===== src/rtl/sp_pkg.sv =====
package sp_pkg;

  // Element i of an arithmetic ramp list, before truncation to the data width.
  function automatic int ramp_elem(input int base, input int step, input int i);
    return base + i * step;
  endfunction

  // Index width for a list of len entries (at least one bit).
  function automatic int idx_width(input int len);
    return (len > 1) ? $clog2(len) : 1;
  endfunction

endpackage


===== src/rtl/sp_idx_ctr.sv =====
module sp_idx_ctr #(
  parameter int LEN = 8,
  localparam int IW = sp_pkg::idx_width(LEN)
) (
  input  logic          clk,
  input  logic          rst,
  output logic [IW-1:0] idx,
  output logic          at_last
);
  localparam logic [IW-1:0] LAST = IW'(LEN - 1);

  assign at_last = (idx == LAST);

  always_ff @(posedge clk) begin
    if (rst)           idx <= '0;
    else if (!at_last) idx <= idx + 1'b1;
  end

  AST_IDX_IN_RANGE: assert property (@(posedge clk) disable iff (rst)
    idx <= LAST);
  AST_IDX_ADVANCE: assert property (@(posedge clk) disable iff (rst)
    !at_last |=> idx == $past(idx) + 1'b1);
  AST_IDX_PARKED: assert property (@(posedge clk) disable iff (rst)
    at_last |=> at_last);

endmodule


===== src/rtl/sp_stim_gen.sv =====
module sp_stim_gen #(
  parameter int W    = 8,
  parameter int LEN  = 11,
  parameter int BASE = 1,
  parameter int STEP = 2
) (
  input  logic         clk,
  input  logic         rst,
  output logic [W-1:0] data
);
  localparam int IW = sp_pkg::idx_width(LEN);

  logic [W-1:0]  tab [LEN];
  logic [IW-1:0] pos;
  logic          at_end;

  for (genvar i = 0; i < LEN; i++) begin : g_tab
    assign tab[i] = W'(sp_pkg::ramp_elem(BASE, STEP, i));
  end

  sp_idx_ctr #(.LEN(LEN)) u_pos (
    .clk     (clk),
    .rst     (rst),
    .idx     (pos),
    .at_last (at_end)
  );

  assign data = tab[pos];

  AST_GEN_HOLDS_LAST: assert property (@(posedge clk) disable iff (rst)
    at_end |=> $stable(data));

endmodule


===== src/rtl/sp_seq_check.sv =====
module sp_seq_check #(
  parameter int W     = 8,
  parameter int LEN   = 10,
  parameter int BASE  = 0,
  parameter int STEP  = 1,
  parameter int CYC_W = 16
) (
  input  logic             clk,
  input  logic             rst,
  input  logic [W-1:0]     obs,
  input  logic [W-1:0]     thru_in,
  output logic [W-1:0]     thru_out,
  output logic [W-1:0]     expect_val,
  output logic             miscompare,
  output logic [CYC_W-1:0] cycle,
  output logic             err,
  output logic             done
);
  localparam int IW = sp_pkg::idx_width(LEN);
  localparam logic [CYC_W-1:0] CYC_MAX = '1;

  logic [W-1:0]  tab [LEN];
  logic [IW-1:0] pos;
  logic          at_end;

  for (genvar i = 0; i < LEN; i++) begin : g_tab
    assign tab[i] = W'(sp_pkg::ramp_elem(BASE, STEP, i));
  end

  sp_idx_ctr #(.LEN(LEN)) u_pos (
    .clk     (clk),
    .rst     (rst),
    .idx     (pos),
    .at_last (at_end)
  );

  assign expect_val = tab[pos];
  assign miscompare = !rst && (obs != expect_val);
  assign thru_out   = thru_in;

  always_ff @(posedge clk) begin
    if (rst)                  cycle <= '0;
    else if (cycle != CYC_MAX) cycle <= cycle + 1'b1;
  end

  always_ff @(posedge clk) begin
    if (rst)             err <= 1'b0;
    else if (miscompare) err <= 1'b1;
  end

  always_ff @(posedge clk) begin
    if (rst)         done <= 1'b0;
    else if (at_end) done <= 1'b1;
  end

  AST_DONE_AFTER_LAST: assert property (@(posedge clk) disable iff (rst)
    at_end |=> done);
  AST_DONE_STAYS: assert property (@(posedge clk) disable iff (rst)
    done |=> done);
  AST_ERR_ON_MISS: assert property (@(posedge clk) disable iff (rst)
    miscompare |=> err);
  AST_ERR_STAYS: assert property (@(posedge clk) disable iff (rst)
    err |=> err);
  AST_CYCLE_COUNTS: assert property (@(posedge clk) disable iff (rst)
    (cycle != CYC_MAX) |=> cycle == $past(cycle) + 1'b1);
  AST_EXPECT_PARKED: assert property (@(posedge clk) disable iff (rst)
    at_end |=> $stable(expect_val));

endmodule


===== src/rtl/seq_stim_check.sv =====
module seq_stim_check #(
  parameter int W        = 8,
  parameter int SRC_LEN  = 11,
  parameter int SRC_BASE = 1,
  parameter int SRC_STEP = 2,
  parameter int CHK_LEN  = 10,
  parameter int CHK_BASE = 0,
  parameter int CHK_STEP = 1,
  parameter int CYC_W    = 16
) (
  input  logic             clk,
  input  logic             rst,
  output logic [W-1:0]     src_data,
  input  logic [W-1:0]     chk_obs,
  input  logic [W-1:0]     chk_thru_in,
  output logic [W-1:0]     chk_thru_out,
  output logic [W-1:0]     chk_expect,
  output logic             chk_miscompare,
  output logic [CYC_W-1:0] chk_cycle,
  output logic             chk_err,
  output logic             chk_done
);

  sp_stim_gen #(
    .W(W), .LEN(SRC_LEN), .BASE(SRC_BASE), .STEP(SRC_STEP)
  ) u_src (
    .clk  (clk),
    .rst  (rst),
    .data (src_data)
  );

  sp_seq_check #(
    .W(W), .LEN(CHK_LEN), .BASE(CHK_BASE), .STEP(CHK_STEP), .CYC_W(CYC_W)
  ) u_chk (
    .clk        (clk),
    .rst        (rst),
    .obs        (chk_obs),
    .thru_in    (chk_thru_in),
    .thru_out   (chk_thru_out),
    .expect_val (chk_expect),
    .miscompare (chk_miscompare),
    .cycle      (chk_cycle),
    .err        (chk_err),
    .done       (chk_done)
  );

  AST_QUIET_IN_RESET: assert property (@(posedge clk)
    rst |-> !chk_miscompare);

endmodule


===== config.mk =====
export PLATFORM = sky130hd
export DESIGN_NAME = seq_stim_check
export DESIGN_NICKNAME = d
export VERILOG_FILES = /design/src/rtl/sp_pkg.sv /design/src/rtl/sp_idx_ctr.sv /design/src/rtl/sp_stim_gen.sv /design/src/rtl/sp_seq_check.sv /design/src/rtl/seq_stim_check.sv
export SDC_FILE = /design/constraint.sdc
export NUM_CORES = 1
export LEC_CHECK = 0
export BUFFER_PORTS_ARGS = -buffer_cell sky130_fd_sc_hd__buf_2
export CORE_MARGIN = 3
export CORE_UTILIZATION = 40
export DETAILED_ROUTE_END_ITERATION = 7
export PLACE_DENSITY = 0.79
export SLEW_MARGIN = 20
export SYNTH_ARGS = -nofsm -noshare
export SYNTH_HDL_FRONTEND = slang
export SYNTH_SLANG_ARGS = --single-unit

===== constraint.sdc =====
create_clock -name clk -period 1.7 [get_ports clk]
set_clock_uncertainty 0.05 [all_clocks]
set_input_delay 0.17 -clock clk [delete_from_list [all_inputs] [get_ports clk]]
set_output_delay 0.17 -clock clk [all_outputs]
set_load 0.01 [all_outputs]

==> results.md, run 1 <==
- Run status: complete, no violations
- CTS tree: yes
- Arrival time worst endpoint: 1.39 ns
- Cell family with most CP delay: flip-flops
- Num rows: 21
- Reg clk slew, reported paths: 0.10 ns
- Synth Area per Inst: 8.45 um2
- Post-place setup slack: 0.118 ns
- Worst setup SP type: register
- Area growth, synth to finish: 16.6%
- IO buf count: 36
- Post-synth top area cell: dfxtp_1
- Remaining global-route overflow: 0
- Max VDD drop: 617 uV
- Fin nets: 233
- Post-Syn Area: 1500 um2
- Total track usage: 0.134
- Vias in the first global route: 1083
- Mapped Cells: 177
- Final Wtd Congestion: 0.826
- Warnings, synthesis: 0
- Clock tree buffer depth: 2
- Max-Cap Viols: 0
- Pin count of the biggest net entering global routing: 19
- Period minus WS final: 1.61 ns
- Critical-path cell list: xor2_1, o31ai_1, and4_1, nor2_1, buf_2
- Worst Hold Slack: 0.204 ns
- Crit-path max FO: 6
- Sequential area share after synthesis: 0.348
- Buf/Inv on CP: 1
- Die Height: 67.1 um
- Post-route design area: 1740 um2
- Post-DR wirelength/cell: 11.4 um
- Final setup margin: 0.0866 ns
- Primary FF master, synth: dfxtp_1
- Post-synth EDFFs: 0
- Hold_buf cts: 0
- Setup Crit Path Kind: register to output port
- Synth top area share: 0.348
- N_diodes: 0
- Number of distinct library cells after synthesis: 35
- Yosys reg bits: 26
- Pins Over Slew Limit: 0
- # fillers: 350
- Routed Antenna Nets: 0
- Die area: 4510 um2
- First-pass GRT wire length: 4730 um
- Unrepaired setup endpoints after global routing: true
- Req. time, crit path: 1.48 ns
- Slowest CP cell: dfxtp_1
- Drt total wl: 2890 um
- Core footprint: 3470 um2
- PD cells: 747 nW/um2
- Area contributors post-synth: dfxtp_1 (35%), buf_4 (10%), nor2_1 (5.3%)
- Setup TNS: 0 ns
- Vias: 1258
- CTS H-tree lvls: 1
- Worst path max stage delay: 0.36 ns
- First-pass DRT Iterations: 4
- FF+latch area: 524 um2
- FMAX: 620 MHz
- Skew-Pair Late Insertion Delay: 0.28 ns
- Cell Area, Placed: 1650 um2
- Async S/R FF share, synth: 0
- Worst min path class: primary input to register
- Setup Viol. Count Final: 0
- Initial antenna violation count: 0
- DRC Markers: 0
- Critical path capture point type: output port
- Leakage: 0.753 nW
- Most common cell after layout, fill and taps aside: buf_2
- Clk sinks: 26
- Multi-input logic area: 823 um2
- TritonCTS buffer count: 3
- Fin crit share: 0.949
- Ports: 61
- Root Buffer: clkbuf_8
- Vias per cell: 4.95
- Hpwl dp: 2230 um
- Most frequent cells in the layout: buf_2 (36), dfxtp_1 (23), nor2_1 (21)
- Initial Util: 0.431
- Layout cell share with drive strength beyond 1: 0.293
- Die Wd: 67.1 um
- DRT iter0 DRCs: 55
- Final Hold Fails: 0
==> cells in the mapped netlist, types with 2 or more instances <==
cell type / number
dfxtp_1: 26
ha_1: 6
nand4_1: 2
xnor2_1: 6
inv_1: 7
and4_1: 4
nor3_1: 6
o21ai_0: 4
a21oi_1: 9
nor2b_1: 4
a31oi_1: 2
nor4_2: 2
or3_1: 5
nor2_1: 21
nand2_1: 8
o31ai_1: 3
and3_1: 3
buf_4: 20
xor2_1: 5
nor4_1: 4
nand3b_1: 2
nand3_1: 9
a211oi_1: 5
buf_1: 2
conb_1: 2
==> layer usage <==
metal	global-route usage	routed length (um)	part of all wire
met5	0	0	0
met2	0.221	1360	0.47
met3	0.0383	199	0.069
met1	0.169	1320	0.45
met4	0.0405	17	0.0059
==> power breakdown <==
part	total (mW)	internal, mW	switching [mW]
combinational	0.138	0.0654	0.0727
sequential	0.651	0.629	0.0223
clock	0.513	0.315	0.198
total	1.30	1.01	0.293
==> final cells by class <==
cell class              instances  share of cell area
flip-flops and latches         26               0.301
clock buffers                   3              0.0237
multi-input cells             127               0.472
well taps                      46              0.0330
repair buffers                 44               0.138
clock inverters                 1              0.0172
inverters                       7              0.0151
==> logic make-up (layout without fill, tap and decap cells) <==
group / after synthesis / count (layout) / share of synthesized area
AOI/OAI and AO/OA: 25 / 25 / 0.108
xor gates and xnor gates: 11 / 11 / 0.0644
adders and majority gates: 6 / 6 / 0.0502
buffers and inverters: 30 / 55 / 0.126
DFF: 26 / 26 / 0.348
muxes: 2 / 2 / 0.0142
other: 2 / 8 / 0.00502
and+or+nand+nor: 75 / 75 / 0.285
==> final timing paths <==
kind	startpoint	end	slack (ns)	depth (start not counted)
max reg2reg	u_chk.cycle[4]	u_chk.cycle[11]	0.09	4
max	u_chk.u_pos.idx[2]	chk_miscompare	0.09	5
min reg2reg	u_chk.err	u_chk.err	0.40	2
min	rst	u_chk.cycle[8]	0.20	2
==> worst register-to-register path: cells and delay by family, from the launching register on <==
kind | cells | cell delay (ns)
simple gates | 3 | 0.90
flops | 1 | 0.47
compound gates | 1 | 0.14
==> sequential cells by signal, indices dropped and copies added, names as in the netlist <==
register and count:
u_chk.done 1, u_chk.u_pos.idx 4, u_src.u_pos.idx 4, u_chk.cycle 16, u_chk.err 1
==> what timing repair did <==
action / CTS / global route
endpoints found under the setup margin: 0 / 9
setup buffers: 0 / 0
resized for setup: 0 / 6
hold endpoints to repair: 0 / 0
==> per-stage QoR <==
stage | power [mW] | cells | utilization
after floorplan | 0.786 | 183 | -
after global placement | 0.800 | 250 | 0.477
after detailed placement | 0.803 | 250 | 0.477
after CTS | 1.31 | 254 | 0.497
after global routing | 1.35 | 254 | 0.503
final | 1.30 | 254 | 0.503
Note: power is estimated with default switching activity, not from simulation.
==> inputs of run 2 (changes only) <==
- SLEW_MARGIN: 20 -> not set
- clock period: 1.7 -> 1.6 ns (I/O delays scaled with it)
==> run 2 against run 1 <==
Register-to-register slack lost 0.02 ns. Worst hold slack got worse by 0.12 ns. Utilization up 3.9 points. Global-route usage up 1.1 points. Largest cell class unchanged.
==> results.md, run 2 (synthesis gave the netlist of run 1 again) <==
- Run status: complete, no violations (unchanged)
- Clock tree buffer depth: 2 (unchanged)
- Initial Util: 0.431 (unchanged)
- Fin crit share: 0.977
- Max reg flops: 16 (unchanged)
- Register-to-register setup slack: 0.07 ns (was 0.09 ns)
- DRC Markers: 0 (unchanged)
- Layout cell share with drive strength beyond 1: 0.376 (was 0.293)
- Critical path capture point type: output port (unchanged)
- Num rows: 21 (unchanged)
- Worst setup SP type: register (unchanged)
- Worst min path class: primary input to register (unchanged)
- Leakage: 0.843 nW (was 0.753 nW)
- Largest registers: u_chk.cycle x16, u_chk.u_pos.idx x4, u_src.u_pos.idx x4 (unchanged)
- Die Wd: 67.1 um (unchanged)
- Buf/Inv on CP: 1 (unchanged)
- Pins Over Slew Limit: 0 (unchanged)
- PD cells: 641 nW/um2 (was 747 nW/um2)
- First-pass GRT wire length: 5190 um (was 4730 um)
- Most frequent cells in the layout: buf_2 (36), nor2_1 (21), buf_4 (21) (was buf_2 (36), dfxtp_1 (23), nor2_1 (21))
- Clk sinks: 26 (unchanged)
- N_diodes: 0 (unchanged)
- Area growth, synth to finish: 25.5% (was 16.6%)
- CTS H-tree lvls: 1 (unchanged)
- First-pass DRT Iterations: 4 (unchanged)
- Cell family with most CP delay: flip-flops (unchanged)
- Max VDD drop: 514 uV (was 617 uV)
- Cell Area, Placed: 1770 um2 (was 1650 um2)
- CTS tree: yes (unchanged)
- Die Height: 67.1 um (unchanged)
- # fillers: 354 (was 350)
- Pin count of the biggest net entering global routing: 23 (was 19)
- Remaining global-route overflow: 0 (unchanged)
- Hold_buf cts: 0 (unchanged)
- Final Hold Fails: 0 (unchanged)
- TritonCTS buffer count: 3 (unchanged)
- Unrepaired setup endpoints after global routing: true (unchanged)
- Root Buffer: clkbuf_8 (unchanged)
- Arrival time worst endpoint: 1.35 ns (was 1.39 ns)
- Slowest CP cell: dfxtp_2 (was dfxtp_1)
- Post-route design area: 1880 um2 (was 1740 um2)
- Routed Antenna Nets: 0 (unchanged)
- Initial antenna violation count: 0 (unchanged)
- Worst path max stage delay: 0.35 ns (was 0.36 ns)
- Critical-path cell list: xor2_1, o31ai_1, and4_1, nor2_1, buf_2 (unchanged)
- Die area: 4510 um2 (unchanged)
- Post-DR wirelength/cell: 11.6 um (was 11.4 um)
- Final Wtd Congestion: 0.884 (was 0.826)
- Setup TNS: 0 ns (unchanged)
- DRT iter0 DRCs: 59 (was 55)
- Core footprint: 3470 um2 (unchanged)
- Hpwl dp: 2380 um (was 2230 um)
- Total track usage: 0.145 (was 0.134)
- Setup Crit Path Kind: register to output port (unchanged)
- Most common cell after layout, fill and taps aside: buf_2 (unchanged)
- Max-Cap Viols: 0 (unchanged)
- Setup Viol. Count Final: 0 (unchanged)
- Period minus WS final: 1.56 ns
- Reg clk slew, reported paths: 0.08 ns (was 0.10 ns)
- Vias: 1352 (was 1258)
- Crit-path max FO: 6 (unchanged)
- Most flops, register: u_chk.cycle (unchanged)
- Vias per cell: 5.06 (was 4.95)
- Vias in the first global route: 1247 (was 1083)
- Ports: 61 (unchanged)
- IO buf count: 36 (unchanged)
- Req. time, crit path: 1.39 ns (was 1.48 ns)
- Drt total wl: 3110 um (was 2890 um)
- Fin nets: 247 (was 233)
- FMAX: 640 MHz
- Skew-Pair Late Insertion Delay: 0.27 ns (was 0.28 ns)
-- run 2: per-stage QoR --
stage	setup WS, ns	std cells	hold slack (ns)	power (mW)	util
2_1_floorplan	0.00643	183	0.362	0.835	-
3_3_place_gp	0.0462	262	0.270	0.859	0.510
3_5_place_dp	0.0122	262	0.270	0.863	0.510
4_1_cts	0.00259	265	0.0804	1.23	0.524
5_1_grt	-0.0480	267	0.0868	1.28	0.541
6_report	0.0375	267	0.0795	1.20	0.541
-- run 2: cell type report --
class	count	area [um2]	share of cell area
inverter	7	26.3	0.0140
sequential	26	537	0.286
clock buffer	3	41.3	0.0220
timing repair buffer	58	358	0.191
tap	46	57.6	0.0307
multi-input combinational	127	857	0.457
-- run 2: worst paths after layout --
check | startpoint | endpoint | cells past startpoint
worst max-delay path | u_chk.u_pos.idx[2] | chk_miscompare | 5
worst max register to register | u_chk.cycle[0] | u_chk.cycle[9] | 5
worst min register to register | u_chk.err | u_chk.err | 2
worst min-delay path | rst | u_chk.u_pos.idx[3] | 2
-- run 2: power by group --
group | internal [mW] | switching [mW]
sequential | 0.666 | 0.0212
clock | 0.168 | 0.189
combinational | 0.0770 | 0.0812
total | 0.911 | 0.291
-- run 2: routing by layer --
layer  GRT usage  share of wire  vias up  routed length, um
met2       0.248           0.48       34               1490
li1            -              -      691                  -
met3      0.0483          0.064        2                198
met1       0.173           0.45      625               1410
met5           0              0        -                  0
met4      0.0380         0.0042        0                 13
-- run 2: timing repair --
action / CTS / global route
gates resized for setup: 1 / 16
endpoints found under the setup margin: 2 / 16
pin swaps: 1 / 3
buffers inserted: 0 / 2
==> inputs of run 3 (changes only) <==
- CORE_UTILIZATION: 40 -> 48
- PLACE_DENSITY: 0.79 -> 0.91
==> run 3 against run 2 <==
The run now ends with setup timing left. Design area decreased by 0.40%. Final cell count decreased by 5.2%. Worst hold slack better by 0.053 ns. Sequential cell count is the same. Highest routed layer unchanged. Count of clock-buffer cells in the layout unchanged. Sequential share of layout area grew 0.38 points. Critical endpoint unchanged. Clock power fell by 22%. Register-to-register slack worse by 0.03 ns. Non-clock buffer count is 1 higher. Largest cell class unchanged. Combinational power hardly changed. Global-route usage up 3.1 points.
==> results.md, run 3 (synthesis gave the netlist of run 1 again) <==
- Run status: finished with violations (was complete, no violations)
- Violated checks: setup timing
- DRC Markers: 0 (unchanged)
- Final Wtd Congestion: 0.785 (was 0.884)
- Root Buffer: clkbuf_4 (was clkbuf_8)
- Max VDD drop: 528 uV (was 514 uV)
- Most flops, register: u_chk.cycle (unchanged)
- Num rows: 19 (was 21)
- Worst min path class: primary input to register (unchanged)
- Total track usage: 0.176 (was 0.145)
- Arrival time worst endpoint: 1.45 ns (was 1.35 ns)
- Multi-input logic area: 883 um2 (was 857 um2)
- First-pass DRT Iterations: 4 (unchanged)
- Unrepaired setup endpoints after global routing: true (unchanged)
- Skew-Pair Late Insertion Delay: 0.32 ns (was 0.27 ns)
- Vias in the first global route: 1178 (was 1247)
- Worst Hold Slack: 0.133 ns (was 0.0795 ns)
- N_diodes: 0 (unchanged)
- Ports: 61 (unchanged)
- Most common cell after layout, fill and taps aside: buf_2 (unchanged)
- Vias per cell: 5.39 (was 5.06)
- Fin crit share: 1.04 (was 0.977)
- First-pass GRT wire length: 5090 um (was 5190 um)
- Remaining global-route overflow: 0 (unchanged)
- Routed Antenna Nets: 0 (unchanged)
- Largest registers: u_chk.cycle x16, u_chk.u_pos.idx x4, u_src.u_pos.idx x4 (unchanged)
- Critical path capture point type: output port (unchanged)
- Pins Over Slew Limit: 0 (unchanged)
- PD cells: 605 nW/um2 (was 641 nW/um2)
- Max reg flops: 16 (unchanged)
- Worst setup SP type: register (unchanged)
- Post-layout util: 0.655 (was 0.541)
- Leakage: 0.851 nW (was 0.843 nW)
- Req. time, crit path: 1.39 ns (about the same)
- Setup Crit Path Kind: register to output port (unchanged)
- Final setup margin: -0.0613 ns (was 0.0375 ns)
- FF+latch area: 542 um2 (was 537 um2)
- FMAX: 602 MHz (was 640 MHz)
- Die Wd: 61.8 um (was 67.1 um)
- Hpwl dp: 2380 um (about the same)
- TritonCTS buffer count: 3 (unchanged)
- CTS tree: yes (unchanged)
- Crit-path max FO: 2 (was 6)
- Post-DR wirelength/cell: 13.1 um (was 11.6 um)
- DRT iter0 DRCs: 58 (was 59)
- Reg clk slew, reported paths: 0.13 ns (was 0.08 ns)
- Setup Viol. Count Final: 1 (was 0)
- Period minus WS final: 1.66 ns (was 1.56 ns)
- Vias: 1363 (was 1352)
- Max-Cap Viols: 0 (unchanged)
- Fin nets: 248 (was 247)
- Clock tree buffer depth: 2 (unchanged)
- Initial antenna violation count: 0 (unchanged)
- Clk sinks: 26 (unchanged)
- Pin count of the biggest net entering global routing: 17 (was 23)
- Drt total wl: 3320 um (was 3110 um)
- # fillers: 248 (was 354)
- IO buf count: 36 (unchanged)
- Core footprint: 2850 um2 (was 3470 um2)
- Die Height: 61.8 um (was 67.1 um)
- Initial Util: 0.524 (was 0.431)
- CTS H-tree lvls: 1 (unchanged)
- Area growth, synth to finish: 25.0% (was 25.5%)
- Die area: 3820 um2 (was 4510 um2)
- Most frequent cells in the layout: buf_2 (36), buf_4 (22), nor2_1 (21) (was buf_2 (36), nor2_1 (21), buf_4 (21))
- Layout cell share with drive strength beyond 1: 0.410 (was 0.376)
- Post-place setup slack: -0.0705 ns (was 0.0122 ns)
- Final Hold Fails: 0 (unchanged)
[run 3: changes by cell type in the layout (fill, tap and decap cells not counted), sizes merged]
| cell | previous run | this run |
|---|---|---|
| buf | 58 | 59 |
[run 3: stage by stage]
stage	instances	area, um2	power [mW]	TNS (ns)
global placement	242	1700	0.845	0
floorplan	183	1530	0.835	0
CTS	247	1790	1.13	-0.0354
finish	253	1870	1.13	-0.0613
detailed placement	242	1700	0.851	-0.173
global route	253	1870	1.19	-0.213
[run 3: final cells by class]
type | count | share of cell area
clock buffers | 3 | 0.0120
multi-input cells | 127 | 0.473
inverters | 7 | 0.0141
well taps | 31 | 0.0207
repair buffers | 59 | 0.191
flip-flops and latches | 26 | 0.290
[run 3: critical path, cell delays in order, from the launching register on]
cell and delay, ns:
dfxtp_4 0.37, xor2_1 0.15, o31ai_1 0.18, and4_1 0.24, nor2_1 0.04, buf_2 0.15
[run 3: repair_timing]
item,4_1_cts,5_1_grt
pin swaps,2,7
hold buffers,0,0
setup buffers,2,6
gates resized for setup,13,14
gates cloned,0,0
hold endpoints to repair,0,0
setup endpoints to repair,9,13
[run 3: per-layer routing]
metal,vias to the layer above,track usage,part of all wire
li1,687,-,-
met1,637,0.227,0.44
met2,33,0.294,0.51
met3,6,0.0289,0.043
met4,0,0.0667,0.012
met5,-,0,0
[run 3: path summary, 6_finish.rpt]
kind	end	cells past startpoint	slack [ns]	start
worst max-delay path	chk_miscompare	5	-0.06	u_chk.u_pos.idx[2]
worst min-delay path	u_chk.cycle[0]	2	0.13	rst
worst max register to register	u_chk.cycle[9]	5	0.04	u_chk.cycle[0]
worst min register to register	u_chk.err	2	0.42	u_chk.err
[run 3: power breakdown]
group          total, mW  internal, mW  switching [mW]  leakage [nW]
combinational      0.160        0.0782          0.0823         0.619
sequential         0.693         0.669          0.0239         0.218
clock              0.278        0.0884           0.189        0.0138
